==> src/rtl/spi_port_pkg.sv <==
package spi_port_pkg;

    localparam int DATA_W   = 8;
    localparam int DIV_FAST = 4;
    localparam int DIV_MID  = 16;
    localparam int DIV_SLOW = 64;

    localparam logic [1:0] ADDR_BUF  = 2'd0;
    localparam logic [1:0] ADDR_CTRL = 2'd1;
    localparam logic [1:0] ADDR_STAT = 2'd2;

    typedef enum logic [1:0] {
        CLK_FAST = 2'd0,
        CLK_MID  = 2'd1,
        CLK_SLOW = 2'd2,
        CLK_TMR  = 2'd3
    } clk_src_e;

    typedef struct packed {
        logic     valid;
        logic     master;
        logic     ss_ctl;
        clk_src_e src;
    } mode_t;

    function automatic mode_t decode_mode(input logic [3:0] code);
        mode_t r;
        r = '0;
        case (code)
            4'b0000: begin r.valid = 1'b1; r.master = 1'b1; r.src = CLK_FAST; end
            4'b0001: begin r.valid = 1'b1; r.master = 1'b1; r.src = CLK_MID;  end
            4'b0010: begin r.valid = 1'b1; r.master = 1'b1; r.src = CLK_SLOW; end
            4'b0011: begin r.valid = 1'b1; r.master = 1'b1; r.src = CLK_TMR;  end
            4'b0100: begin r.valid = 1'b1; r.ss_ctl = 1'b1; end
            4'b0101: begin r.valid = 1'b1; end
            default: ;
        endcase
        return r;
    endfunction

    function automatic int half_limit(input clk_src_e s);
        case (s)
            CLK_FAST: return DIV_FAST / 2 - 1;
            CLK_MID:  return DIV_MID / 2 - 1;
            CLK_SLOW: return DIV_SLOW / 2 - 1;
            default:  return 0;
        endcase
    endfunction

endpackage

==> src/rtl/spi_sck_div.sv <==
module spi_sck_div
    import spi_port_pkg::*;
#(
    parameter int CNT_W = $clog2(DIV_SLOW / 2)
) (
    input  logic     clk,
    input  logic     rst,
    input  logic     run,
    input  clk_src_e src,
    input  logic     tmr_tick,
    output logic     evt
);

    logic [CNT_W-1:0] cnt;
    logic [CNT_W-1:0] lim;

    always_comb lim = CNT_W'(half_limit(src));

    always_comb evt = run && ((src == CLK_TMR) ? tmr_tick : (cnt == lim));

    always_ff @(posedge clk) begin
        if (rst || !run) begin
            cnt <= '0;
        end else if (src != CLK_TMR) begin
            cnt <= (cnt == lim) ? '0 : cnt + CNT_W'(1);
        end
    end

endmodule

==> src/rtl/spi_shift_engine.sv <==
module spi_shift_engine #(
    parameter int W  = 8,
    localparam int EW = $clog2(2 * W + 1)
) (
    input  logic         clk,
    input  logic         rst,
    input  logic         clr,
    input  logic         evt,
    input  logic         is_master,
    input  logic         cke,
    input  logic         smp,
    input  logic         sdi,
    input  logic         load,
    input  logic [W-1:0] load_data,
    input  logic         start,
    output logic         sck_active,
    output logic         sdo,
    output logic         xfer,
    output logic         done,
    output logic [W-1:0] rx_byte
);

    logic [EW-1:0] ec;
    logic [EW-1:0] base;
    logic [EW-1:0] rel;
    logic [EW-1:0] last_smp;
    logic [EW-1:0] end_ec;
    logic [W-1:0]  tx_sr;
    logic [W-1:0]  rx_sr;
    logic          take;
    logic          smp_hit;
    logic          shift_hit;
    logic          fin;

    always_comb begin
        base = '0;
        if (!cke)              base = base + EW'(1);
        if (is_master && smp)  base = base + EW'(1);
        last_smp  = base + EW'(2 * (W - 1));
        end_ec    = (last_smp > EW'(2 * W - 1)) ? last_smp : EW'(2 * W - 1);
        rel       = ec - base;
        take      = evt && (xfer || !is_master);
        smp_hit   = take && (ec >= base) && !rel[0];
        shift_hit = take && (ec != '0) && (ec[0] == cke) && (ec < EW'(2 * W));
        fin       = take && (ec == end_ec);
    end

    always_ff @(posedge clk) begin
        if (rst) begin
            tx_sr <= '0;
        end else if (load) begin
            tx_sr <= load_data;
        end else if (shift_hit && !clr) begin
            tx_sr <= {tx_sr[W-2:0], 1'b0};
        end
    end

    always_ff @(posedge clk) begin
        if (rst) begin
            ec         <= '0;
            xfer       <= 1'b0;
            sck_active <= 1'b0;
            done       <= 1'b0;
            rx_sr      <= '0;
        end else if (clr) begin
            ec         <= '0;
            xfer       <= 1'b0;
            sck_active <= 1'b0;
            done       <= 1'b0;
        end else begin
            done <= 1'b0;
            if (start) begin
                xfer       <= 1'b1;
                ec         <= '0;
                sck_active <= 1'b0;
            end else if (take) begin
                xfer <= 1'b1;
                ec   <= ec + EW'(1);
                if (is_master && (ec < EW'(2 * W))) sck_active <= ~sck_active;
                if (smp_hit) rx_sr <= {rx_sr[W-2:0], sdi};
                if (fin) begin
                    xfer <= 1'b0;
                    ec   <= '0;
                    done <= 1'b1;
                end
            end
        end
    end

    assign sdo     = tx_sr[W-1];
    assign rx_byte = rx_sr;

endmodule

==> src/rtl/spi_serial_port.sv <==
module spi_serial_port
    import spi_port_pkg::*;
(
    input  logic       clk,
    input  logic       rst,
    input  logic       wr_en,
    input  logic       rd_en,
    input  logic [1:0] addr,
    input  logic [7:0] wr_data,
    output logic [7:0] rd_data,
    input  logic       tmr_tick,
    input  logic       sck_i,
    output logic       sck_o,
    output logic       sck_oe,
    input  logic       sdi,
    output logic       sdo,
    output logic       sdo_oe,
    input  logic       sel_n,
    output logic       irq_o
);

    logic             wcol_q, ovf_q, en_q, ckp_q;
    logic [3:0]       mode_q;
    logic             smp_q, cke_q, bf_q;
    logic [DATA_W-1:0] rx_buf;
    logic             irq_q;
    mode_t            md;
    logic             active, gate, clr;
    logic             buf_wr, accept, wcol_set, start;
    logic             sel_s1, sel_s;
    logic [2:0]       sck_s;
    logic             m_evt, s_evt, evt;
    logic             sck_active, xfer, done;
    logic [DATA_W-1:0] rx_byte;

    always_comb begin
        md       = decode_mode(mode_q);
        active   = en_q && md.valid && !(!md.master && cke_q && !md.ss_ctl);
        gate     = md.ss_ctl && sel_s;
        clr      = !active || gate;
        buf_wr   = wr_en && (addr == ADDR_BUF);
        accept   = buf_wr && active && !xfer;
        wcol_set = buf_wr && active && xfer;
        start    = accept && md.master;
        s_evt    = active && !md.master && (sck_s[1] ^ sck_s[2]);
        evt      = md.master ? m_evt : s_evt;
    end

    always_ff @(posedge clk) begin
        if (rst) begin
            sel_s1 <= 1'b1;
            sel_s  <= 1'b1;
            sck_s  <= '0;
        end else begin
            sel_s1 <= sel_n;
            sel_s  <= sel_s1;
            sck_s  <= {sck_s[1:0], sck_i};
        end
    end

    spi_sck_div u_div (
        .clk      (clk),
        .rst      (rst),
        .run      (xfer && md.master && active),
        .src      (md.src),
        .tmr_tick (tmr_tick),
        .evt      (m_evt)
    );

    spi_shift_engine #(.W(DATA_W)) u_eng (
        .clk        (clk),
        .rst        (rst),
        .clr        (clr),
        .evt        (evt),
        .is_master  (md.master),
        .cke        (cke_q),
        .smp        (smp_q),
        .sdi        (sdi),
        .load       (accept),
        .load_data  (wr_data),
        .start      (start),
        .sck_active (sck_active),
        .sdo        (sdo),
        .xfer       (xfer),
        .done       (done),
        .rx_byte    (rx_byte)
    );

    always_ff @(posedge clk) begin
        if (rst) begin
            {wcol_q, ovf_q, en_q, ckp_q, mode_q} <= '0;
            smp_q  <= 1'b0;
            cke_q  <= 1'b0;
            bf_q   <= 1'b0;
            rx_buf <= '0;
            irq_q  <= 1'b0;
        end else begin
            irq_q <= done;
            if (wr_en && (addr == ADDR_CTRL)) begin
                {wcol_q, ovf_q, en_q, ckp_q, mode_q} <= wr_data;
            end
            if (wr_en && (addr == ADDR_STAT)) begin
                smp_q <= wr_data[7];
                cke_q <= wr_data[6];
            end
            if (wcol_set) wcol_q <= 1'b1;
            if (rd_en && (addr == ADDR_BUF)) bf_q <= 1'b0;
            if (done) begin
                if (bf_q) begin
                    ovf_q <= 1'b1;
                end else begin
                    rx_buf <= rx_byte;
                    bf_q   <= 1'b1;
                end
            end
        end
    end

    always_comb begin
        case (addr)
            ADDR_BUF:  rd_data = rx_buf;
            ADDR_CTRL: rd_data = {wcol_q, ovf_q, en_q, ckp_q, mode_q};
            ADDR_STAT: rd_data = {smp_q, cke_q, 5'b00000, bf_q};
            default:   rd_data = '0;
        endcase
    end

    assign sck_o  = ckp_q ^ (md.master & sck_active);
    assign sck_oe = active && md.master;
    assign sdo_oe = active && !(md.ss_ctl && sel_n);
    assign irq_o  = irq_q;

endmodule

==> config.mk <==
export PLATFORM = sky130hd
export DESIGN_NAME = spi_serial_port
export DESIGN_NICKNAME = d
export VERILOG_FILES = /design/src/rtl/spi_port_pkg.sv /design/src/rtl/spi_sck_div.sv /design/src/rtl/spi_shift_engine.sv /design/src/rtl/spi_serial_port.sv
export SDC_FILE = /design/constraint.sdc
export NUM_CORES = 1
export LEC_CHECK = 0
export BUFFER_PORTS_ARGS = -buffer_cell sky130_fd_sc_hd__buf_4
export CAP_MARGIN = 0
export CORE_ASPECT_RATIO = 2
export CORE_UTILIZATION = 34
export CTS_BUF_LIST = sky130_fd_sc_hd__clkbuf_2
export DETAILED_ROUTE_END_ITERATION = 6
export PLACE_DENSITY_LB_ADDON = 0.08
export SETUP_SLACK_MARGIN = 0.02
export SYNTH_ARGS = -nofsm -noshare
export SYNTH_HDL_FRONTEND = slang
export SYNTH_SLANG_ARGS = --single-unit
==> constraint.sdc <==
create_clock -name clk -period 3.6 [get_ports clk]
set_input_delay 0.36 -clock clk [delete_from_list [all_inputs] [get_ports clk]]
set_output_delay 0.36 -clock clk [all_outputs]
set_load 0.005 [all_outputs]
# ---- Yosys cells after proc, flatten, opt, wreduce, memory -nomap -nowiden
# Cells that the tools add are included.
dict set report word_totals {
  register_bits 54
  latchBits 0
  ramBits 0
  mem_bits_ro 0
  input_bits 18
  output_inout_bits 13
  elab_cells 135
  n_memories 0
}
dict set report classes {
  n_addsub 5
  n_mul 0
  div 0
  magnitude_cmp 3
  n_eq_ne 14
  shift 0
  n_mux 27
  bitwise_logic 8
  n_reduce_logical 58
}
# cell n
set ops {}
lappend ops {{1-bit logical AND} 31}
lappend ops {{8-bit one-hot mux with 3 select lines} 1}
lappend ops {{1-bit 2-to-1 mux} 18}
lappend ops {{8-bit 2-to-1 mux} 2}
lappend ops {{5-bit 2-to-1 mux} 3}
lappend ops {{5-bit one-hot mux with 3 select lines} 1}
lappend ops {{5-bit by 1-bit adder with 5-bit output (second input constant)} 2}
lappend ops {{5-bit == test} 2}
lappend ops {{1-bit logical NOT} 9}
lappend ops {{4-bit by 2-bit == test with 1-bit output (second input constant)} 2}
lappend ops {{4-bit by 3-bit == test with 1-bit output (second input constant)} 2}
lappend ops {{4-bit OR reduction} 2}
lappend ops {{2-bit == test (second input constant)} 3}
lappend ops {{2-bit one-hot mux with 3 select lines} 1}
lappend ops {{2-bit nonzero test} 3}
lappend ops {{6-bit OR reduction} 1}
lappend ops {{2-bit by 4-bit adder with 5-bit output (second input constant)} 1}
lappend ops {{5-bit by 2-bit >= comparator with 1-bit output} 1}
lappend ops {{5-bit by 4-bit > comparator with 1-bit output (second input constant)} 1}
lappend ops {{5-bit < comparator (second input constant)} 1}
lappend ops {{1-bit inverter} 5}
lappend ops {{5-bit nonzero test} 1}
lappend ops {{2-bit by 1-bit == test with 1-bit output (second input constant)} 2}
lappend ops {{4-bit by 1-bit == test with 1-bit output (second input constant)} 1}
lappend ops {{other kinds (14)} 19}

# ---- Depth between registers and ports, before layout
# Gate-level depths: netlist (run 1).
dict set report depth {
  word_depth 18
  ltp_mapped 12
}

# ---- Modules after synthesis
# From an unflattened synthesis (run 1), not the netlist that was laid out.
dict set report unflattened {
  hier_cells 328
  area_unflattened_um2 2852.7
}
# module n_inst cells_per_inst area_each_um2 seq_area_each_um2
set by_module_without_submodules {}
lappend by_module_without_submodules {spi_shift_engine 1 149 1283.7 480.5}
lappend by_module_without_submodules {spi_serial_port 1 134 1146.1 500.5}
lappend by_module_without_submodules {spi_sck_div 1 45 422.9 100.1}

# ---- Worst setup path before layout (run 1)
# Ideal clock, no wire load.
dict set report synth_timing {
  path_kind {register -> register}
  from {register mode_q[2]}
  to {register u_eng.tx_sr[1]}
  setup_time_ns 0.123
  arrival_ns 2.613
  path_slack_ns 0.864
  stages_incl_launch_ff 11
  path_buffers 2
  synth_period_minus_slack_ns 2.736
  path_cell_list {dfxtp_1 buf_2 nor2_1 and2_1 ha_1 nor2b_1 nor3_1 a211oi_4 o21a_1 clkbuf_1 mux2_1}
}
dict set report synth_via {
  elab_chain_cells 17
  elab_cells_between_ends 46
}
# item line
set synth_rtl {}
lappend synth_rtl {{from (decl)} spi_serial_port.sv:23} ;# logic [3:0] mode_q;
lappend synth_rtl {{from (signal assigned)} spi_serial_port.sv:100} ;# {wcol_q, ovf_q, en_q, ckp_q, mode_q} <= wr_data;
lappend synth_rtl {{branches (longest 17 deep; another with 5-bit one-hot mux with 3 select lines)} n/a}
lappend synth_rtl {{to (signal assigned)} spi_shift_engine.sv:52} ;# tx_sr <= load_data;
lappend synth_rtl {{to (signal assigned)} spi_shift_engine.sv:54} ;# tx_sr <= {tx_sr[W-2:0], 1'b0};
lappend synth_rtl {{to (decl)} spi_shift_engine.sv:28} ;# logic [W-1:0] tx_sr;
# Parallel ways; which one is timed is not known.
# A chain may end at the register's enable or synchronous reset.

# ---- Worst setup path after layout (run 1)
# Same ends and word-level chain as after synthesis.

==> results of run 1 <==
## final timing paths
| path | start | endpoint | slack (ps) | depth (start not counted) |
|---|---|---|---|---|
| worst max register to register | mode_q[2] | u_eng.tx_sr[1] | 600 | 8 |
| worst min register to register | sel_s1 | sel_s | 450 | 1 |
| worst min-delay path | sel_n | sel_s1 | 70 | 2 |
| worst max-delay path | mode_q[2] | u_eng.tx_sr[1] | 600 | 8 |
## logic make-up (layout without fill, tap and decap cells)
kind of cell | after synthesis | count (layout) | share of synthesized area
and+or+nand+nor | 127 | 127 | 0.246
DFF | 54 | 54 | 0.392
AOI/OAI and AO/OA | 47 | 47 | 0.114
muxes | 41 | 41 | 0.152
buffers and inverters | 21 | 46 | 0.0322
adders and majority gates | 9 | 9 | 0.0409
xor gates and xnor gates | 7 | 7 | 0.0222
other | 0 | 1 | 0
## sequential cells by signal (all words and copies together), names as in the netlist, 3 cells and up
| signal | flops |
|---|---|
| mode_q | 4 |
| rx_buf | 8 |
| sck_s | 3 |
| u_div.cnt | 5 |
| u_eng.ec | 5 |
| u_eng.rx_byte | 8 |
| u_eng.tx_sr | 8 |
## routing by layer
metal / GRT usage / share of wire / vias to the layer above
met5: 0 / 0 / -
met4: 0.0652 / 0.018 / 0
met3: 0.0238 / 0.020 / 6
met2: 0.319 / 0.56 / 25
met1: 0.178 / 0.40 / 1023
li1: - / - / 1098
## cells in the final DEF (no fill, tap or decap), types with 3 or more instances in the layout
master     n
or4b_1     3
clkbuf_2   5
buf_4     31
dfxtp_1   54
mux2i_1   34
nor2b_1   15
xor2_1     3
o21ai_1    6
mux2_1     7
nand3_1    8
nand2_1   38
and2_1     3
nor3_1     4
a21oi_1   25
inv_1      6
nand2b_1  11
xnor2_1    4
ha_1       9
nor2_1    26
## cell usage after synthesis, types with 4 or more instances
library cell,instances
dfxtp_1,54
nand2_1,38
mux2i_1,34
nor2_1,26
a21oi_1,25
nor2b_1,15
nand2b_1,11
clkbuf_1,9
ha_1,9
nand3_1,8
mux2_1,7
inv_1,6
o21ai_1,6
nor3_1,4
xnor2_1,4
## power groups by stage
stage | Sequential, mW | Combinational (mW) | Clock [mW]
floorplan | 0.620 | 0.0431 | 0
detailed placement | 0.624 | 0.0754 | 0
CTS | 0.614 | 0.0758 | 0.401
global placement | 0.624 | 0.0751 | 0
global route | 0.615 | 0.0814 | 0.424
finish | 0.613 | 0.0742 | 0.386
## worst max-delay path, stage by stage, from the launching register on
cell and delay (ps):
dfxtp_1 470, nor2_1 180, and2_1 200, ha_1 300, nor2b_1 270, nor3_1 110, a211oi_4 600, o21a_1 430
mux2_1 350
## cell type report
class / count / area (µm²)
inverters: 7 / 26.3
flip-flops and latches: 54 / 1080
clock inverters: 3 / 63.8
well taps: 96 / 120
diodes: 1 / 2.50
multi-input cells: 231 / 1590
repair buffers: 31 / 233
fillers: 816 / 4750
clock buffers: 5 / 25.0
## per-stage QoR
step / power (mW) / instance area [µm²] / hold slack (ps) / util
floorplan: 0.663 / 2760 / 389 / -
global placement: 0.699 / 3050 / 396 / 0.386
detailed placement: 0.699 / 3050 / 397 / 0.386
CTS: 1.09 / 3140 / 28.8 / 0.398
global route: 1.12 / 3140 / 16.8 / 0.398
finish: 1.07 / 3140 / 70.2 / 0.398
==> impl_results.md, run 1 <==
- Final #Nets: around 360
- Final GP Congestion: about 0.75
- Top_reg_cell synth: dfxtp_1
- DPL Wire Length: just under 5 mm
- First-pass DRT Iterations: 4
- VDD IR max: between 0.2 and 0.25 mV
- Comb power frac: 0.069
- Die area: 0.00849 mm²
- CTS clk-pin slew, worst paths: approximately 270 ps
- Num ports: 31
- Static leakage: 1.21 nW
- Maximum clock path buffer count: 2
- Row count: 46
- Placed Cells incl. Taps: approximately 420
- Register area share after synthesis: 0.392
- Max cap viols: 0
- NetSw: 0.249 mW
- Clock latency on the worst-skew pair: roughly 480 ps
- Post-CTS Setup Bufs: 0
- Area growth syn-to-layout: 13.8%
- Syn avg cell area: approximately 9.0 µm²
- Pwr dens: about 340 mW/mm²
- DRC viols: 0
- Initial antenna violation count: 1
- Slew Limit Headroom: 0.534
- Yosys warns: 0
- Initial Util: 0.350
- Layout cells sized above 1: 0.145
- Crit path DAT: between 3000 and 4000 ps
- Post-synth net total: approximately 330
- WS Path Type: flip-flop to flip-flop
- Final setup margin: between 600 and 700 ps
- Startpoint Class: flip-flop
- EDFF count, synth: 0
- Synthesized instance count: 306
- Die Wd: approximately 66 µm
- Worst slack, placed: around 590 ps
- Unrepaired setup endpoints after global routing: false
- Vias per inst: 5.03
- CTS Buf Count: 5
- Root Driver: clkbuf_2
- WP data required: ~4000 ps
- # clock sinks: between 50 and 60
- Status: finished, final reports clean
- Setup crit end kind: flip-flop
- Hold Vio Cnt, Final: 0
- Hold-fix buffers, CTS: 0
- Hold Crit Class: input pin to flip-flop
- Vias in the first global route: 2,114
- 1st-iter DRT viols: 67
- DR WL/cell: roughly 15 µm
- CTS tree: built
- Setup Total Neg Slack: 0 ps
- Asr flop ratio synth: 0
- Final Non-Filler Cells: 428
- Reg power frac: 0.571
- Fin. max-slew vios: 0
- Crit path time final: 3000 ps
- Worst Tran Pin Value: about 700 ps
- Internal cell power: between 0.8 and 0.9 mW
- Core area: between 0.007 and 0.008 mm²
- Synth area leader: dfxtp_1
- Final setup violation count: 0
- Switching fraction of total power: 0.232
- Largest net degree at the start of global routing: 53
- Post-CTS sizing: 0
- Via count: roughly 2,200
- Port-buffer cells: 30
- Worst Path Max Fanout: 15
- Gr ovfl total: 0
- Post-Syn Area: around 0.0028 mm²
- Clock power share: 0.360
- F_max: around 330 MHz
- Flops & latches, synth: 54
- Share of the synthesized area in the top cell type: 0.392
- Total routing usage reported by global routing: 0.168
- First-pass GRT wire length: 10.6 mm
- Post-synth cell types: 47
- Fin Clk Skew: 20.9 ps
- Wirelength, routed: 6.58 mm
- Final antenna-violating net count: 0
- Final critical-path share of the clock period: 0.833
- Die Span Y: 129 µm
- CTS HTree Levels: 2
- Top post-synthesis cells by area: dfxtp_1, mux2i_1, nand2_1
(Power assumes the default switching activity.)
==> inputs of run 2 (changes only) <==
--- a/config.mk
+++ b/config.mk
@@ -5,6 +5,7 @@
 export SDC_FILE = /design/constraint.sdc
 export NUM_CORES = 1
 export LEC_CHECK = 0
+export ABC_AREA = 1
 export BUFFER_PORTS_ARGS = -buffer_cell sky130_fd_sc_hd__buf_4
 export CAP_MARGIN = 0
 export CORE_ASPECT_RATIO = 2
==> constraint.sdc (replaced) <==
create_clock -name clk -period 2.5 [get_ports clk]
set_input_delay 0.25 -clock clk [delete_from_list [all_inputs] [get_ports clk]]
set_output_delay 0.25 -clock clk [all_outputs]
set_load 0.005 [all_outputs]
==> run 2 against run 1 <==
Global-route usage is 1.3 points higher. Non-clock buffer count up 9. Worst setup slack worse by 350 ps. Sequential power grew 45%. Sequential share of layout area grew 1.1 points. Critical endpoint unchanged.
==> impl_results.md, run 2 <==
- Status: finished, final reports clean
- Slowest cell on the critical path: dfxtp_2
- Unrepaired setup endpoints after global routing: true
- Top_reg_cell synth: dfxtp_1
- Worst slack, placed: 125 ps (-463 ps)
- Initial Util: 0.353 (+0.00296)
- # clock sinks: 54 (unchanged)
- Worst Tran Pin Value: 441 ps (-256 ps)
- DRC viols: 0 (unchanged)
- DPL Wire Length: 5.23 mm (+6.2%)
- Crit path DAT: 2640 ps (-760 ps)
- Gr ovfl total: 0 (unchanged)
- Worst Path Max Fanout: 12 (-3)
- Fin Clk Skew: 12.3 ps (-8.63 ps)
- Initial antenna violation count: 1 (unchanged)
- Crit path time final: 2240 ps (-754 ps)
- Share of the synthesized area in the top cell type: 0.419 (+0.0266)
- Row count: 44 (-4.3%)
- Maximum clock path buffer count: 2 (unchanged)
- First-pass DRT Iterations: 4 (unchanged)
- Post-Syn Area: 0.00258 mm² (-6.4%)
- Final critical-path share of the clock period: 0.898 (+0.0648)
- Top post-synthesis cells by area: dfxtp_1, nor2_1, nand2_1
- Yosys warns: 0 (unchanged)
- Max cap viols: 0 (unchanged)
- Highest-count cells in the layout ignoring fill and taps: nor2_1, nand2_1, dfxtp_1
- Total routing usage reported by global routing: 0.181 (+0.0134)
- Top delay family on crit path: simple AND/OR/NAND/NOR gates
- Commonest cells post-synth: nor2_1, nand2_1, dfxtp_1
- Asr flop ratio synth: 0 (unchanged)
- 1st-iter DRT viols: 75 (+12%)
- Syn avg cell area: 7.07 µm² (-21%)
- Die Wd: 63.6 µm (-3.1%)
- Worst Path Buf+Inv: 2 (+2)
- Post-synth net total: 392 (+18%)
- Hold Vio Cnt, Final: 0 (unchanged)
- Hold Crit Class: input pin to flip-flop
- Via count: 2,367 (+10%)
- Largest net degree at the start of global routing: 33 (-38%)
- Commonest non-fill, non-tap cell in the layout: nor2_1
- Critical Path, Cell by Cell: nor2_4 -> inv_1 -> nor2_2 -> inv_1 -> ha_1 -> a21oi_1 -> nor2_1 -> nand3_1 -> nand2_1 -> nand3_2 -> nand2_4 -> nand2_2 -> nand2_4 -> nand2_1 -> nand2_1 -> nor2_1
- Crit path largest cell delay: 420 ps (-180 ps)
- Startpoint Class: flip-flop
- Root Driver: clkbuf_2
- First-pass GRT wire length: 11.0 mm (+3.6%)
- Setup Total Neg Slack: 0 ps (unchanged)
- VDD IR max: 0.270 mV (+14%)
- Final setup violation count: 0 (unchanged)
- WP data required: 2900 ps (-1100 ps)
- F_max: 446 MHz (+34%)
- Post-CTS Setup Bufs: 0 (unchanged)
- Register area share after synthesis: 0.419 (+0.0266)
- Post-synth cell types: 28 (-40%)
- Die Span Y: 125 µm (-3.2%)
- CP dominant cell by count: nand2_1
- Setup crit end kind: flip-flop
- Flops & latches, synth: 54 (unchanged)
- Synth area leader: dfxtp_1
- CTS tree: built
- Final #Nets: 432 (+21%)
- Most common cell in the synthesized netlist: nor2_1
- WS Path Type: flip-flop to flip-flop
- Core area: 0.00732 mm² (-7.1%)
- Die area: 0.00797 mm² (-6.2%)
- Slew Limit Headroom: 0.703 (+0.169)
- Pwr dens: 452 mW/mm² (+32%)
- Clock latency on the worst-skew pair: 460 ps (-20 ps)
- Layout cells sized above 1: 0.148 (+0.00277)
- Filler cell count: 826 (+1.2%)
- Static leakage: 1.37 nW (+13%)
- Num ports: 31 (unchanged)
- CTS HTree Levels: 2 (unchanged)
- Fin. max-slew vios: 0 (unchanged)
- Vias per inst: 4.74 (-5.7%)
- EDFF count, synth: 0 (unchanged)
- Port-buffer cells: 30 (unchanged)
- Final GP Congestion: 0.778 (+3.3%)
- Final antenna-violating net count: 0 (unchanged)
- Synthesized instance count: 365 (+19%)
- CTS clk-pin slew, worst paths: 280 ps (about the same)
- Area growth syn-to-layout: 18.0%
- Final setup margin: 256 ps (-346 ps)
- Vias in the first global route: 2,326 (+10%)
- Wirelength, routed: 6.65 mm (+1.0%)
- DR WL/cell: 13.3 µm (-13%)
- CTS Buf Count: 5 (unchanged)
-- run 2: changes by cell type in the layout (fill, tap and decap cells not counted), sizes merged, moves of 15 or more --
cell,delta
nor2,+53
inv,+35
mux2i,-34
nand2,+24
nor2b,-15
o21ai,+29
-- run 2: metrics by stage --
stage	hold WS, ps	std cells	cell area (µm²)	util	total power, mW
CTS	25.2	498	3020	0.413	1.40
global route	44.4	499	3050	0.416	1.45
detailed placement	397	483	2910	0.397	1.03
floorplan	354	365	2580	-	0.969
finish	46.0	499	3050	0.416	1.38
global placement	395	483	2910	0.397	1.03
-- run 2: repair_timing --
action / CTS / global route
hold buffers: 7 / 0
endpoints found under the setup margin: 0 / 23
resized for setup: 0 / 10
hold endpoints to repair: 9 / 0
-- run 2: area by class of cell --
cell class,count,area [µm²],share of cell area
clock buffer,5,25.0,0.00822
clock inverter,3,16.3,0.00534
sequential,54,1080,0.356
antenna,1,2.50,0.000822
multi-input combinational,261,1320,0.434
timing repair buffer,40,318,0.104
inverter,43,164,0.0538
tap,92,115,0.0378
-- run 2: where the power goes --
group	internal, mW	switching, mW
Combinational	0.0592	0.0770
Sequential	0.878	0.00818
Clock	0.0636	0.289
-- run 2: layer usage --
layer	track usage	wire length, µm	vias to the layer above
li1	-	-	1246
met1	0.178	2540	1074
met2	0.348	3730	36
met3	0.0301	175	11
met4	0.0896	207	0
met5	0	0	-
-- run 2: worst paths after layout --
kind,start,endpoint,slack (ps),cells past startpoint
worst max-delay path,mode_q[2],u_eng.tx_sr[1],260,16
worst max register to register,mode_q[2],u_eng.tx_sr[1],260,16
worst min-delay path,wr_data[6],cke_q,50,3
worst min register to register,sck_s[0],sck_s[1],420,2
-- run 2: cell families (layout without fill, tap and decap cells) --
| logic type | Yosys count | after routing | share of synthesized area |
|---|---|---|---|
| AO/OA/AOI/OAI | 73 | 73 | 0.149 |
| XOR/XNOR | 8 | 8 | 0.0271 |
| other | 0 | 1 | 0 |
| AND/OR/NAND/NOR | 171 | 171 | 0.285 |
| flip-flops | 54 | 54 | 0.419 |
| buffers and inverters | 50 | 91 | 0.0761 |
| adder cells (fa/ha/maj) | 9 | 9 | 0.0436 |
-- run 2: tightest hold or removal path, stage by stage --
cell and delay [ps]:
buf_4 80, o21ai_0 70, a21oi_1 100
